## src/rtl/pwroff_agg_pkg.sv

```systemverilog
package pwroff_agg_pkg;

    typedef enum logic [1:0] {
        LNK_ACTIVE = 2'd0,
        LNK_RDY    = 2'd1,
        LNK_DETECT = 2'd2,
        LNK_OTHER  = 2'd3
    } link_e;

    typedef enum logic [1:0] {
        AG_IDLE    = 2'd0,
        AG_COLLECT = 2'd1,
        AG_DONE    = 2'd2
    } agg_st_e;

    typedef enum logic [1:0] {
        FW_IDLE = 2'd0,
        FW_WAKE = 2'd1,
        FW_SEND = 2'd2
    } fw_st_e;

endpackage

```

## src/rtl/agg_ctl_fsm.sv

```systemverilog
module agg_ctl_fsm
    import pwroff_agg_pkg::*;
#(
    parameter int NUM_DN = 4,
    localparam int IDX_W = (NUM_DN > 1) ? $clog2(NUM_DN) : 1
) (
    input  logic              clk,
    input  logic              rst_n,
    input  logic              turnoff_i,
    input  logic              pkt_i,
    input  logic              pkt_local_i,
    input  logic [IDX_W-1:0]  pkt_dst_i,
    input  logic [NUM_DN-1:0] ackd_i,
    output logic              start_o,
    output logic [NUM_DN-1:0] fwd_req_o,
    output logic              up_ack_o,
    output logic [1:0]        up_link_o
);

    agg_st_e st_q, st_d;
    logic    ack_d;

    // next-state logic
    always_comb begin
        st_d  = st_q;
        ack_d = 1'b0;
        if (turnoff_i) begin
            st_d = AG_COLLECT;
        end else begin
            unique case (st_q)
                AG_IDLE: st_d = AG_IDLE;
                AG_COLLECT: begin
                    if (pkt_i) begin
                        st_d = AG_IDLE;
                    end else if (&ackd_i) begin
                        st_d  = AG_DONE;
                        ack_d = 1'b1;
                    end
                end
                AG_DONE: st_d = AG_DONE;
                default: st_d = AG_IDLE;
            endcase
        end
    end

    // state register
    always_ff @(posedge clk or negedge rst_n) begin
        if (!rst_n) st_q <= AG_IDLE;
        else        st_q <= st_d;
    end

    // outputs
    always_ff @(posedge clk or negedge rst_n) begin
        if (!rst_n) up_ack_o <= 1'b0;
        else        up_ack_o <= ack_d;
    end

    assign start_o   = turnoff_i;
    assign up_link_o = (st_q == AG_DONE) ? LNK_RDY : LNK_ACTIVE;

    for (genvar p = 0; p < NUM_DN; p++) begin : g_req
        assign fwd_req_o[p] = pkt_i && !pkt_local_i && (st_q != AG_DONE)
                              && (pkt_dst_i == IDX_W'(p));
    end

    assert_ack_needs_all_R2: assert property (@(posedge clk) disable iff (!rst_n)
        up_ack_o |-> $past(&ackd_i));
    assert_ack_link_rdy_R2: assert property (@(posedge clk) disable iff (!rst_n)
        up_ack_o |-> (up_link_o == LNK_RDY));
    assert_abandon_no_ack_R3: assert property (@(posedge clk) disable iff (!rst_n)
        (st_q == AG_COLLECT && pkt_i && !turnoff_i) |=> (!up_ack_o && up_link_o == LNK_ACTIVE));
    assert_restart_R9: assert property (@(posedge clk) disable iff (!rst_n)
        turnoff_i |=> (up_link_o == LNK_ACTIVE && !up_ack_o));

endmodule

```

## src/rtl/agg_port_collect.sv

```systemverilog
module agg_port_collect #(
    parameter int TMR_W = 16
) (
    input  logic             clk,
    input  logic             rst_n,
    input  logic             start_i,
    input  logic             active_i,
    input  logic             ack_i,
    input  logic [TMR_W-1:0] tmo_val_i,
    output logic             ackd_o,
    output logic             turnoff_o,
    output logic             force_rdy_o
);

    logic [TMR_W-1:0] tmr_q;

    always_ff @(posedge clk or negedge rst_n) begin
        if (!rst_n) begin
            ackd_o      <= 1'b1;
            tmr_q       <= '0;
            turnoff_o   <= 1'b0;
            force_rdy_o <= 1'b0;
        end else begin
            turnoff_o   <= 1'b0;
            force_rdy_o <= 1'b0;
            if (start_i) begin
                ackd_o    <= !active_i || (tmo_val_i == '0);
                tmr_q     <= tmo_val_i;
                turnoff_o <= active_i;
            end else if (!ackd_o) begin
                if (ack_i) begin
                    ackd_o <= 1'b1;
                end else if (tmr_q == TMR_W'(1)) begin
                    ackd_o      <= 1'b1;
                    force_rdy_o <= 1'b1;
                end else begin
                    tmr_q <= tmr_q - TMR_W'(1);
                end
            end
        end
    end

    assert_inactive_answered_R6: assert property (@(posedge clk) disable iff (!rst_n)
        (start_i && !active_i) |=> (ackd_o && !turnoff_o));
    assert_timeout_counts_R6: assert property (@(posedge clk) disable iff (!rst_n)
        force_rdy_o |-> ackd_o);
    assert_ack_recorded_R5: assert property (@(posedge clk) disable iff (!rst_n)
        (!ackd_o && ack_i && !start_i) |=> ackd_o);

endmodule

```

## src/rtl/agg_port_fwd.sv

```systemverilog
module agg_port_fwd
    import pwroff_agg_pkg::*;
#(
    parameter int PEND_W = 3
) (
    input  logic       clk,
    input  logic       rst_n,
    input  logic       req_i,
    input  logic [1:0] link_i,
    input  logic       retrain_done_i,
    output logic       fwd_o,
    output logic       retrain_o
);

    fw_st_e            st_q, st_d;
    logic [PEND_W-1:0] pend_q, pend_d;
    logic              fwd_d, emit;

    always_comb begin
        st_d   = st_q;
        pend_d = pend_q;
        fwd_d  = 1'b0;
        emit   = 1'b0;
        unique case (st_q)
            FW_IDLE: begin
                if (req_i) begin
                    if (link_i == LNK_ACTIVE) begin
                        fwd_d = 1'b1;
                    end else begin
                        st_d   = FW_WAKE;
                        pend_d = PEND_W'(1);
                    end
                end
            end
            FW_WAKE: begin
                pend_d = pend_q + PEND_W'(req_i);
                if (retrain_done_i) st_d = FW_SEND;
            end
            FW_SEND: begin
                emit   = (pend_q != '0);
                fwd_d  = emit;
                pend_d = pend_q + PEND_W'(req_i) - PEND_W'(emit);
                if (pend_d == '0) st_d = FW_IDLE;
            end
            default: st_d = FW_IDLE;
        endcase
    end

    always_ff @(posedge clk or negedge rst_n) begin
        if (!rst_n) begin
            st_q   <= FW_IDLE;
            pend_q <= '0;
        end else begin
            st_q   <= st_d;
            pend_q <= pend_d;
        end
    end

    always_ff @(posedge clk or negedge rst_n) begin
        if (!rst_n) fwd_o <= 1'b0;
        else        fwd_o <= fwd_d;
    end

    assign retrain_o = (st_q == FW_WAKE);

    assert_no_overflow_R8: assert property (@(posedge clk) disable iff (!rst_n)
        (st_q != FW_IDLE && pend_q == {PEND_W{1'b1}}) |-> !req_i);
    assert_retrain_hold_R8: assert property (@(posedge clk) disable iff (!rst_n)
        (retrain_o && !retrain_done_i) |=> retrain_o);
    assert_no_fwd_waking_R8: assert property (@(posedge clk) disable iff (!rst_n)
        (retrain_o && !retrain_done_i) |=> !fwd_o);

endmodule

```

## src/rtl/pwroff_ack_agg.sv

```systemverilog
module pwroff_ack_agg
    import pwroff_agg_pkg::*;
#(
    parameter int NUM_DN = 4,
    parameter int TMR_W  = 16,
    parameter int PEND_W = 3,
    localparam int IDX_W = (NUM_DN > 1) ? $clog2(NUM_DN) : 1
) (
    input  logic                clk,
    input  logic                rst_n,
    input  logic                turnoff_i,
    input  logic                up_pkt_i,
    input  logic                up_pkt_local_i,
    input  logic [IDX_W-1:0]    up_pkt_dst_i,
    input  logic [TMR_W-1:0]    tmo_val_i,
    input  logic [NUM_DN-1:0]   dn_active_i,
    input  logic [NUM_DN-1:0]   dn_ack_i,
    input  logic [2*NUM_DN-1:0] dn_link_i,
    input  logic [NUM_DN-1:0]   dn_retrain_done_i,
    output logic [NUM_DN-1:0]   dn_turnoff_o,
    output logic [NUM_DN-1:0]   dn_force_rdy_o,
    output logic [NUM_DN-1:0]   dn_retrain_o,
    output logic [NUM_DN-1:0]   dn_fwd_o,
    output logic                up_ack_o,
    output logic [1:0]          up_link_o
);

    logic              start;
    logic [NUM_DN-1:0] ackd;
    logic [NUM_DN-1:0] fwd_req;

    agg_ctl_fsm #(.NUM_DN(NUM_DN)) u_ctl (
        .clk        (clk),
        .rst_n      (rst_n),
        .turnoff_i  (turnoff_i),
        .pkt_i      (up_pkt_i),
        .pkt_local_i(up_pkt_local_i),
        .pkt_dst_i  (up_pkt_dst_i),
        .ackd_i     (ackd),
        .start_o    (start),
        .fwd_req_o  (fwd_req),
        .up_ack_o   (up_ack_o),
        .up_link_o  (up_link_o)
    );

    for (genvar p = 0; p < NUM_DN; p++) begin : g_port
        agg_port_collect #(.TMR_W(TMR_W)) u_col (
            .clk        (clk),
            .rst_n      (rst_n),
            .start_i    (start),
            .active_i   (dn_active_i[p]),
            .ack_i      (dn_ack_i[p]),
            .tmo_val_i  (tmo_val_i),
            .ackd_o     (ackd[p]),
            .turnoff_o  (dn_turnoff_o[p]),
            .force_rdy_o(dn_force_rdy_o[p])
        );

        agg_port_fwd #(.PEND_W(PEND_W)) u_fwd (
            .clk           (clk),
            .rst_n         (rst_n),
            .req_i         (fwd_req[p]),
            .link_i        (dn_link_i[2*p +: 2]),
            .retrain_done_i(dn_retrain_done_i[p]),
            .fwd_o         (dn_fwd_o[p]),
            .retrain_o     (dn_retrain_o[p])
        );
    end

endmodule

```

## config.mk

```make
export PLATFORM = sky130hd
export DESIGN_NAME = pwroff_ack_agg
export DESIGN_NICKNAME = d
export VERILOG_FILES = /design/src/rtl/pwroff_agg_pkg.sv /design/src/rtl/agg_ctl_fsm.sv /design/src/rtl/agg_port_collect.sv /design/src/rtl/agg_port_fwd.sv /design/src/rtl/pwroff_ack_agg.sv
export SDC_FILE = /design/constraint.sdc
export NUM_CORES = 1
export LEC_CHECK = 0
export CELL_PAD_IN_SITES_DETAIL_PLACEMENT = 1
export CELL_PAD_IN_SITES_GLOBAL_PLACEMENT = 2
export CORE_ASPECT_RATIO = 1.25
export CORE_MARGIN = 10
export CORE_UTILIZATION = 35
export DETAILED_ROUTE_END_ITERATION = 7
export PLACE_DENSITY = 0.85
export SKIP_LAST_GASP = 1
export SYNTH_ARGS = -nofsm -noshare
export SYNTH_HDL_FRONTEND = slang
export SYNTH_HIERARCHICAL = 1
export SYNTH_SLANG_ARGS = --single-unit
```

## constraint.sdc

```tcl
create_clock -name clk -period 7.6 [get_ports clk]
set_input_delay 1.52 -clock clk [delete_from_list [all_inputs] [get_ports clk]]
set_output_delay 1.52 -clock clk [all_outputs]
set_load 0.02 [all_outputs]
```

Yosys cells after proc, flatten, opt, wreduce, memory -nomap -nowiden --
Index checks and enable logic that the tools add are counted.
Cells by class: reductions and logical operators 50, equal/unequal tests 47, muxes and demuxes 101, add/subtract/negate cells 12
Operator list (count):
- 2-to-1 mux 16 bit | 16
- == test 16 x 1 -> 1 bit (second input constant) | 4
- subtractor 16 x 1 -> 16 bit (second input constant) | 4
- 2-to-1 mux 1 bit | 45
- != test 2 bit (second input constant) | 21
- 2-to-1 mux 2 bit | 19
- one-hot mux 3 bit (3 select lines) | 4
- 2-to-1 mux 3 bit | 8
- one-hot mux 2 bit (3 select lines) | 4
- AND reduction 3 bit | 8
- nonzero test 3 bit | 8
- AND reduction 4 bit | 5
- zero test 2 bit | 9
- zero test 16 bit | 1
- != test 2 x 1 -> 1 bit (second input constant) | 8
- == test 2 bit (second input constant) | 7
- adder 3 x 1 -> 3 bit | 4
- == test 2 x 1 -> 1 bit (second input constant) | 6
- zero test 3 bit | 4
- subtractor 3 x 1 -> 3 bit | 4
- one-hot mux 1 bit (2 select lines) | 4
- logical AND 1 bit | 6
- zero test 1 bit | 5
- logical OR 1 bit | 4
- other kinds (2) | 2
Word-level totals: output and inout port bits 19, flip-flop bits (word level) 103

Longest topological paths before layout --
Gate-level depths: netlist (run 1).
depth in word-level cells 9, gate-level depth with buffers 13

Hierarchy --
The synthesis (run 1) kept the hierarchy.
Modules (own cells, without submodules):
- agg_port_collect | sequential area each 476.7 um^2, times used 4, area an instance 1246.2 um^2, cells each 133
- agg_port_fwd (g_port[0].u_fwd ...) | sequential area each 150.1 um^2, times used 3, area an instance 429.2 um^2, cells each 41
- agg_port_fwd (g_port[3].u_fwd) | sequential area each 150.1 um^2, times used 1, area an instance 432.9 um^2, cells each 41
- agg_ctl_fsm | sequential area each 75.1 um^2, times used 1, area an instance 240.2 um^2, cells each 26

Least setup slack after synthesis (run 1) --
Ideal clock, no wire load.
path kind input -> register, start point input port up_pkt_local_i, end point register g_port[0].u_fwd.st_q[0], required time 7475 ps, setup slack 3933 ps, path buffers 0, stages on the path 10, arrival time 3542 ps, cell sequence nor3b_1 -> nor3b_1 -> ha_1 -> inv_1 -> ha_1 -> ha_1 -> xor3_1 -> o21ai_2 -> o211ai_1 -> mux2_4
Between the ends: longest elaborated chain between the ends 9
RTL lines:
- start, declared | line pwroff_ack_agg.sv:13 | input logic up_pkt_local_i,
- zero test 1 bit (*) | line agg_ctl_fsm.sv:62 | assign fwd_req_o[p] = pkt_i && !pkt_local_i && (st_q != AG_DONE)
- logical AND 1 bit (*) (2 in a row) | line agg_ctl_fsm.sv:62
- logical AND 1 bit (*) | line agg_ctl_fsm.sv:63 | && (pkt_dst_i == IDX_W'(p));
- net fwd_req[0] | line pwroff_ack_agg.sv:30 | logic [NUM_DN-1:0] fwd_req;
- adder 3 x 1 -> 3 bit | line agg_port_fwd.sv:42 | pend_d = pend_q + PEND_W'(req_i) - PEND_W'(emit);
- subtractor 3 x 1 -> 3 bit | line agg_port_fwd.sv:42
- zero test 3 bit | line agg_port_fwd.sv:43 | if (pend_d == '0) st_d = FW_IDLE;
- != test 2 x 1 -> 1 bit (no line)
- AND reduction 4 bit (no line) (*)
- end signal, assigned | line agg_port_fwd.sv:54 | st_q <= st_d;
- end, declared | line agg_port_fwd.sv:15 | fw_st_e st_q, st_d;
The timed path passes the listed nets; every way through them passes the cells marked *. A chain may end at the register's enable or synchronous reset.

Final worst setup path (run 1) --
start point input port up_pkt_i, end point register g_port[0].u_fwd.st_q[0]
Between the ends: longest elaborated chain between the ends 8
RTL lines:
- start, declared | line pwroff_ack_agg.sv:12 | input logic up_pkt_i,
- logical AND 1 bit (*) (2 in a row) | line agg_ctl_fsm.sv:62
- logical AND 1 bit (*) | line agg_ctl_fsm.sv:63
- net fwd_req[0] | line pwroff_ack_agg.sv:30
- adder 3 x 1 -> 3 bit | line agg_port_fwd.sv:42
- subtractor 3 x 1 -> 3 bit | line agg_port_fwd.sv:42
- zero test 3 bit | line agg_port_fwd.sv:43
- != test 2 x 1 -> 1 bit (no line)
- AND reduction 4 bit (no line) (*)
Marks and branches as above.

==> results of run 1 <==
==> cell type report <==
class	instances	area (sq um)	area share, %
clock buffers	11	253	3.10
clock inverters	5	63.8	0.784
inverters	46	173	2.12
multi-input cells	559	4130	50.7
flip-flops and latches	103	2580	31.7
well taps	265	332	4.07
repair buffers	62	608	7.47
==> state kept, by name (all words and copies together) (netlist names) <==
register and flops:
g_port.u_col/turnoff_o 4, g_port.u_fwd/fwd_o 4, g_port.u_fwd/pend_q 12, g_port.u_col/tmr_q 64, g_port.u_col/ackd_o 4, g_port.u_fwd/st_q 8
u_ctl/up_ack_o 1, g_port.u_col/force_rdy_o 4, u_ctl/st_q 2
==> report_power, final <==
part / switching (mW) / leakage (nW) / total, mW / internal [mW]
sequential: 0.118 / 1.24 / 0.767 / 0.649
combinational: 0.470 / 1.81 / 0.858 / 0.389
clock: 0.226 / 0.153 / 0.503 / 0.277
==> synthesized netlist by cell type (8+ instances only) <==
cell / instances
clkbuf_1: 12
ha_1: 39
nor3_1: 13
nor4_2: 8
nand3_1: 25
a2bb2oi_1: 16
o31ai_1: 16
a31oi_1: 33
a22oi_1: 16
or4_1: 16
o21ai_0: 18
nand4_1: 24
a21oi_1: 32
o21ai_1: 14
nor4_4: 12
dfrtp_1: 99
nor4_1: 20
o22ai_1: 8
and2_1: 8
or4_4: 8
inv_1: 46
o211ai_1: 8
nand2_1: 52
a32o_1: 8
nor2_1: 53
or3_1: 17
==> logic make-up after synthesis <==
kind of cell | after synthesis
AO/OA/AOI/OAI | 202
XOR/XNOR | 8
adder cells (fa/ha/maj) | 39
buffers and inverters | 60
flip-flops | 103
multiplexers | 8
other | 1
AND/OR/NAND/NOR | 301
==> worst paths after layout <==
path | slack [ps] | cells past startpoint | from | end
min in group asynchronous | 1110 | 1 | rst_n | g_port[0].u_col/tmr_q[10]$_DFFE_PN0P_
max reg2reg | 4270 | 12 | u_ctl/st_q[0]$_DFFE_PN0P_ | g_port[0].u_fwd/st_q[0]$_DFFE_PN0P_
min reg2reg | 550 | 2 | g_port[1].u_fwd/pend_q[0]$_DFFE_PN0P_ | g_port[1].u_fwd/pend_q[0]$_DFFE_PN0P_
min | 550 | 2 | g_port[1].u_fwd/pend_q[0]$_DFFE_PN0P_ | g_port[1].u_fwd/pend_q[0]$_DFFE_PN0P_
max | 3310 | 11 | up_pkt_i | g_port[0].u_fwd/st_q[0]$_DFFE_PN0P_
max in group asynchronous | 5200 | 2 | rst_n | g_port[3].u_col/tmr_q[9]$_DFFE_PN0P_
==> tightest hold or removal path, stage by stage, from the launching register on <==
cell,delay [ps]
dfrtp_1,400
inv_1,60
a2bb2oi_1,50
==> metrics by stage <==
step	util (%)	instance area, sq um	std cells	setup WS [ps]	power (mW)
global route	41.8	8140	1051	3140	2.29
CTS	41.8	8140	1051	3300	2.16
detailed placement	40.2	7830	1035	2940	1.64
global placement	40.2	7830	1035	3140	1.57
finish	41.8	8140	1051	3310	2.13
floorplan	-	6950	722	3930	1.36
==> routing by layer <==
layer	GRT usage (%)	wire, um	vias to the layer above
met4	5.47	356	0
met5	0	0	-
li1	-	-	2915
met2	30.9	11300	88
met3	2.22	549	22
met1	19.6	9180	3113
==> impl_metrics.tcl, run 1 <==
set metrics [dict create \
    outcome "completed" \
    slowest_stage "clkdlybuf4s50_1" \
    grt_max_degree 71 \
    grt_overflow 0 \
    fillers 2213 \
    synth_area_leader_cell "dfrtp_1" \
    grt_usage_pct 16.8 \
    design.core.area_sq_um 19500 \
    hp-class "register to register" \
    ys_warn_count 6 \
    cts_setup_buffers 0 \
    synth-simple-area-share_pct 28.7 \
    fmax_mhz 233 \
    fin_crit_ps 4290 \
    io_buffers 60 \
    cpLargestDelayFamily "simple AND/OR/NAND/NOR gates" \
    cts_hold_buf 0 \
    finClkSkew_ps 11.6 \
    cp.arrival_ps 4540 \
    pin_count 62 \
    period_share_pct 56.4 \
    clkSlewWorstSetupHoldPaths_ps 80 \
    drive_gt1_share_pct 12.2 \
    rsz0062_at_grt "false" \
    root_buffer "clkbuf_16" \
    syn-instance-count 722 \
    fp.dieArea_sq_um 25900 \
    layout_common_cells "dfrtp_1, clkdlybuf4s50_1, nor2_1" \
    clock_latency_ps 360 \
    synthXorXnorAreaFrac_pct 1.89 \
    rows 57 \
    wire_per_inst_um 20.3 \
    cts_htree_levels 3 \
    die_y_um 177 \
    worstPathCellList "clkdlybuf4s50_1 -> nor3b_1 -> nor3b_1 -> ha_1 -> ha_1 -> inv_1 -> ha_1 -> xor3_1 -> o21ai_2 -> o211ai_1 -> mux2_4" \
    grt_pass1_vias 6776 \
    dr_total_vias 6138 \
    final_common_cell "dfrtp_1" \
    vdd_drop_max_v 0.000125 \
    synth_top_family_by_area "simple AND/OR/NAND/NOR gates" \
    yosysSeqAreaShare_pct 37.2 \
    drc 0 \
    critPathKind "primary input to register" \
    areaGrowthSynthToFinish_pct 17.2 \
    avgSynthCellArea_sq_um 9.62 \
    cts_buffers 9 \
    diodes 0 \
    dp_hpwl_mm 15.8 \
    synth_compound_area_share_pct 20.4 \
    drt-total-wl_mm 21.4 \
    die_x_um 146 \
    drt_iter0_markers 393 \
    critPathMaxStageDelay_ps 490 \
    clockBufferDepth 2 \
    first_pass_iters 4 \
    postRouteAntennaNets 0 \
    syn_area_sq_um 6950 \
    holdWs_ps 546 \
    cp.required_ps 7850 \
    muxShareOfSynthArea_pct 1.44 \
    synth_async_sr_flop_share_pct 100 \
    synth-edff-count 0 \
    drv_slew 0 \
    synth.top_cells.by_area "dfrtp_1, ha_1, nor4_4, a31oi_1, nor2_1" \
    synthAdderAreaFrac_pct 7.03 \
    initial_utilization_pct 35.7 \
    antenna_found_initial 0 \
    grt_pass1_wl_mm 35.9 \
    final_hold_viol_count 0 \
    cellPowerDensity_nw_per_um2 261 \
    p_leak_nw 3.20 \
    viasPerCell 5.84 \
    critPathLaunchType "primary input" \
    cts_tree "done" \
    synth_nets 804 \
    cp-end-kind "register" \
    setup_tns_ps 0 \
    setup-violations-final 0 \
    ys.flop_type "dfrtp_1" \
    fin_nets 863 \
    cap_violations 0 \
    netlist.area_leader.share_pct 35.7 \
    cp_common_cell "ha_1" \
    relSlewSlack_pct 38.7 \
    critPathBufInv 2 \
    ys_seq_elements 103 \
    cts_resized 0 \
    worstMarginPinSlew_ps 920 \
    synth_cell_types 56 \
    clkSinkCount 103 \
    place.gp.congestion 0.864 \
    critPathMaxFanout 4 \
]
Note: power is estimated with default switching activity, not from simulation.
==> run 2: changes to the inputs <==
- clock period: 7.6 -> 4.2 ns (I/O delays scaled with it)
==> run 2 against run 1 <==
- cell count is essentially flat
- design area is 0.15% higher
- sequential power is 81% higher
- register-to-register slack got worse by 3300 ps
- clock skew shrank 2.5 ps
- clock power is 79% higher
- worst hold slack better by 5.6 ps
- die area stayed put
- non-clock buffer count up 1
- first-iteration DRC count down 18%
- largest power group unchanged
==> impl_metrics.tcl, run 2 (synthesized netlist as in run 1, its figures left out) <==
set metrics [dict create \
    outcome "completed" \
    cp.arrival_ps 3800 \
    cp-end-kind "register" \
    top_regs "g_port.u_col/tmr_q: 64 flops, g_port.u_fwd/pend_q: 12 flops, g_port.u_fwd/st_q: 8 flops" \
    pin_count 62 \
    cts_hold_buf 0 \
    pwr-share-seq_pct 36.0 \
    hp-class "register to register" \
    setup-violations-final 0 \
    grt_pass1_vias 6932 \
    fmax_mhz 281 \
    clkSinkCount 103 \
    switching_power_mw 1.48 \
    dr_total_vias 6230 \
    p_leak_nw 3.21 \
    drc 0 \
    grt_pass1_wl_mm 35.5 \
    drt-total-wl_mm 21.6 \
    holdWs_ps 552 \
    critPathLaunchType "primary input" \
    finClkSkew_ps 9.15 \
    route.met3.wl_um 641 \
    reg2regPathDepth 12 \
    cts_buffers 9 \
    comb_power_share_pct 40.6 \
    die_y_um 177 \
    final_common_cell "dfrtp_1" \
    timing.rr.end "g_port[0].u_fwd/st_q[0]$_DFFE_PN0P_" \
    root_buffer "clkbuf_16" \
    rows 57 \
    rsz0062_at_grt "false" \
    worstMarginPinSlew_ps 964 \
    max_flop_register "g_port.u_col/tmr_q" \
    cp.required_ps 4440 \
    clock_latency_ps 360 \
    top_layer "met4" \
    crit_end "g_port[0].u_fwd/st_q[0]$_DFFE_PN0P_" \
    worstPathCellList "clkdlybuf4s50_1 -> nor3b_1 -> nor3b_1 -> ha_1 -> inv_1 -> ha_1 -> ha_1 -> xor3_1 -> o21ai_2 -> o211ai_1 -> mux2_4" \
    p_clk_share_pct 23.4 \
    crit_start "up_pkt_i" \
    largest_reg_flops 64 \
    grt_max_degree 70 \
    wl_met2_mm 11.3 \
    die_x_um 146 \
    layout_common_cells "dfrtp_1, clkdlybuf4s50_1, nor2_1" \
    intPower_mw 2.37 \
    areaGrowthSynthToFinish_pct 17.4 \
    clkSlewWorstSetupHoldPaths_ps 70 \
    clockBufferDepth 2 \
    drive_gt1_share_pct 12.3 \
    vdd_drop_max_v 0.000202 \
    grt_usage_pct 16.6 \
    wl_met1_mm 9.27 \
    grt_overflow 0 \
    dp_hpwl_mm 15.9 \
    first_pass_iters 5 \
    drt_iter0_markers 323 \
    critPathMaxFanout 4 \
    place_ws_ps 259 \
    fin_nets 864 \
    relSlewSlack_pct 35.7 \
    postRouteAntennaNets 0 \
    timing.rr.start "u_ctl/st_q[0]$_DFFE_PN0P_" \
    critPathMaxStageDelay_ps 490 \
    fin_crit_ps 3560 \
    period_share_pct 84.8 \
    cap_violations 0 \
    fp.dieArea_sq_um 25900 \
    antenna_found_initial 0 \
    viasPerCell 5.92 \
    wire_per_inst_um 20.5 \
    cts_htree_levels 3 \
    cellPowerDensity_nw_per_um2 473 \
    initial_utilization_pct 35.7 \
    place.gp.congestion 0.874 \
    slowest_stage "clkdlybuf4s50_1" \
    cts_resized 0 \
    final_hold_viol_count 0 \
    r2r_slack_ps 940 \
    drv_slew 0 \
    worst_slack_ps 637 \
    diodes 0 \
    design.core.area_sq_um 19500 \
    cp_common_cell "ha_1" \
    critPathKind "primary input to register" \
    io_buffers 60 \
    p_sw_share_pct 38.4 \
    setup_tns_ps 0 \
    cts_setup_buffers 0 \
    cts_tree "done" \
]
run 2: cell types whose count changed in the layout (fill, tap and decap cells not counted), sizes merged:
cell    before  now
inv         48   46
clkinv       1    3
buf          4    5
run 2: stage by stage:
stage	std cells	utilization, %	power, mW	area [sq um]
after CTS	1052	41.9	3.89	8150
final	1052	41.9	3.85	8150
after floorplan	722	-	2.46	6950
after detailed placement	1036	40.3	2.97	7850
after global routing	1052	41.9	4.11	8150
after global placement	1036	40.3	2.84	7850
run 2: worst min path at each step:
stage | from | endpoint | slack (ps) | cells past startpoint
6_report | g_port[2].u_fwd/pend_q[0]$_DFFE_PN0P_ | g_port[2].u_fwd/pend_q[0]$_DFFE_PN0P_ | 550 | 2
3_3_place_gp | g_port[3].u_fwd/pend_q[1]$_DFFE_PN0P_ | g_port[3].u_fwd/pend_q[1]$_DFFE_PN0P_ | 510 | 1
4_1_cts | g_port[2].u_fwd/pend_q[0]$_DFFE_PN0P_ | g_port[2].u_fwd/pend_q[0]$_DFFE_PN0P_ | 560 | 2
5_1_grt | g_port[3].u_fwd/st_q[0]$_DFFE_PN0P_ | g_port[3].u_fwd/st_q[0]$_DFFE_PN0P_ | 580 | 1
2_1_floorplan | g_port[3].u_fwd/pend_q[1]$_DFFE_PN0P_ | g_port[3].u_fwd/pend_q[1]$_DFFE_PN0P_ | 480 | 1
3_5_place_dp | g_port[2].u_fwd/st_q[0]$_DFFE_PN0P_ | g_port[2].u_fwd/st_q[0]$_DFFE_PN0P_ | 530 | 1
run 2: area by class of cell:
| class | instances | area, sq um |
|---|---|---|
| fill | 2219 | 11300 |
| tap | 265 | 332 |
| timing repair buffer | 63 | 628 |
| inverter | 46 | 173 |
| clock buffer | 11 | 253 |
| clock inverter | 5 | 56.3 |
| multi-input combinational | 559 | 4130 |
| sequential | 103 | 2580 |
run 2: critical path, delay by kind of cell:
family | cells | cell delay (ps)
compound gates | 2 | 340
xor+xnor | 1 | 260
fa+ha+maj | 3 | 610
buf+inv | 2 | 570
mux | 1 | 320
simple gates | 2 | 840
run 2: power by group through the flow:
stage | registers (mW) | clock network [mW] | logic, mW
2_1_floorplan | 1.37 | 0 | 1.10
3_3_place_gp | 1.38 | 0 | 1.45
3_5_place_dp | 1.40 | 0 | 1.57
4_1_cts | 1.39 | 0.925 | 1.58
5_1_grt | 1.42 | 0.959 | 1.74
6_report | 1.39 | 0.901 | 1.57
run 2: per-layer routing:
metal | vias to the layer above | track usage [%]
met5 | - | 0
met4 | 0 | 5.56
met3 | 30 | 2.75
met2 | 108 | 30.6
met1 | 3172 | 19.2
li1 | 2920 | -
==> run 3: changes to the inputs <==
- clock period: 4.2 -> 3.3 ns (I/O delays scaled with it)
==> run 3 against run 2 <==
- design area increased by 1.2%
- critical path depth increased by 1
- count of clock-buffer cells in the layout unchanged
- critical path type unchanged
- die area unchanged
==> impl_metrics.tcl, run 3 (synthesized netlist as in run 1, its figures left out) <==
set metrics [dict create \
    initial_utilization_pct 35.7 \
    worstPathCellList "clkdlybuf4s50_1 -> nor3b_2 -> buf_4 -> and3_1 -> ha_1 -> ha_1 -> inv_1 -> ha_1 -> xor3_2 -> o21ai_2 -> o211ai_1 -> mux2_4" \
    drive_gt1_share_pct 14.2 \
    fin_crit_ps 3110 \
    cellPowerDensity_nw_per_um2 595 \
    cts_buffers 9 \
    dp.cells 1054 \
    worstMarginPinSlew_ps 700 \
    timing.rr.start "u_ctl/st_q[0]$_DFFE_PN0P_" \
    fin_nets 882 \
    hp-class "primary input to asynchronous set/reset pin" \
    cp.arrival_ps 3360 \
    pin_count 62 \
    cts_setup_buffers 0 \
    final_common_cell "dfrtp_1" \
    design.core.area_sq_um 19500 \
    final_hold_viol_count 0 \
    clockBufferDepth 2 \
    viasPerCell 5.91 \
    die_x_um 146 \
    rows 57 \
    io_buffers 60 \
    clkSinkCount 103 \
    crit_start "up_pkt_i" \
    layout_common_cells "dfrtp_1, clkdlybuf4s50_1, nor2_1" \
    cts_resized 0 \
    critPathBufInv 3 \
    cap_violations 0 \
    clock_latency_ps 360 \
    rsz0062_at_grt "false" \
    critPathMaxFanout 3 \
    vdd_drop_max_v 0.000279 \
    root_buffer "clkbuf_16" \
    cp_common_cell "ha_1" \
    grt_max_degree 36 \
    fin_cells 1070 \
    holdWs_ps 256 \
    grt_usage_pct 17.0 \
    dp_hpwl_mm 16.4 \
    finClkSkew_ps 6.89 \
    fillers 2240 \
    cts_tree "done" \
    place.gp.congestion 0.878 \
    areaGrowthSynthToFinish_pct 18.8 \
    largest_reg_flops 64 \
    utilization_pct 42.4 \
    drt-total-wl_mm 22.1 \
    fp.dieArea_sq_um 25900 \
    grt_overflow 0 \
    postRouteAntennaNets 0 \
    slowest_stage "clkdlybuf4s50_1" \
    fmax_mhz 321 \
    r2r_slack_ps 270 \
    top_regs "g_port.u_col/tmr_q: 64 flops, g_port.u_fwd/pend_q: 12 flops, g_port.u_fwd/st_q: 8 flops" \
    finalPower_mw 4.91 \
    setup-violations-final 0 \
    critPathKind "primary input to register" \
    max_flop_register "g_port.u_col/tmr_q" \
    cp.required_ps 3540 \
    relSlewSlack_pct 53.3 \
    clkSlewWorstSetupHoldPaths_ps 70 \
    cp-end-kind "register" \
    dr_total_vias 6324 \
    grt_pass1_vias 6944 \
    first_pass_iters 4 \
    cts_hold_buf 0 \
    critPathLaunchType "primary input" \
    timing.rr.end "g_port[0].u_fwd/st_q[0]$_DFFE_PN0P_" \
    drt_iter0_markers 273 \
    grt_pass1_wl_mm 36.4 \
    cts_htree_levels 3 \
    cpLargestDelayFamily "adder cells" \
    p_leak_nw 3.28 \
    outcome "completed" \
    reg2regPathDepth 13 \
    wire_per_inst_um 20.6 \
    drv_slew 0 \
    drc 0 \
    antenna_found_initial 0 \
    die_y_um 177 \
    period_share_pct 94.3 \
    diodes 0 \
    critPathMaxStageDelay_ps 420 \
]
run 3: changes by cell type in the layout (fill, tap and decap cells not counted), sizes merged:
cell    before  now
bufinv       1    0
clkinv       3    4
buf          5   23
run 3: how the worst max path moves through the flow:
stage | slack [ps] | endpoint | depth (start not counted)
3_3_place_gp | -130 | g_port[0].u_fwd/st_q[0]$_DFFE_PN0P_ | 12
6_report | 190 | g_port[3].u_fwd/st_q[0]$_DFFE_PN0P_ | 12
4_1_cts | 120 | g_port[0].u_fwd/st_q[0]$_DFFE_PN0P_ | 12
3_5_place_dp | -240 | g_port[0].u_fwd/st_q[0]$_DFFE_PN0P_ | 12
2_1_floorplan | 490 | g_port[0].u_fwd/st_q[0]$_DFFE_PN0P_ | 10
5_1_grt | 60 | g_port[0].u_fwd/st_q[0]$_DFFE_PN0P_ | 12
run 3: layout make-up:
cell class	count	area, sq um	area share [%]
clock inverters	5	35.0	0.424
multi-input cells	559	4140	50.1
well taps	265	332	4.02
inverters	46	173	2.09
clock buffers	11	233	2.82
flip-flops and latches	103	2580	31.3
repair buffers	81	763	9.25
run 3: layer usage:
metal  global-route usage [%]  up-vias  share of wire (%)
met1                     19.7     3260                 43
met3                     2.52       22                2.7
met5                        0        -                  0
met2                     31.5       89                 53
met4                     5.35        0                1.3
li1                         -     2953                  -
run 3: through the flow:
step                cell area (sq um)  setup WS [ps]  TNS [ps]
global route                     8250           58.0         0
detailed placement               7980           -242     -1160
CTS                              8250            118         0
finish                           8250            188         0
global placement                 7980           -128      -321
floorplan                        6950            493         0
run 3: power breakdown:
part / internal (mW) / total [mW] / switching (mW)
combinational: 0.984 / 2.11 / 1.13
clock: 0.514 / 1.03 / 0.516
sequential: 1.49 / 1.77 / 0.277
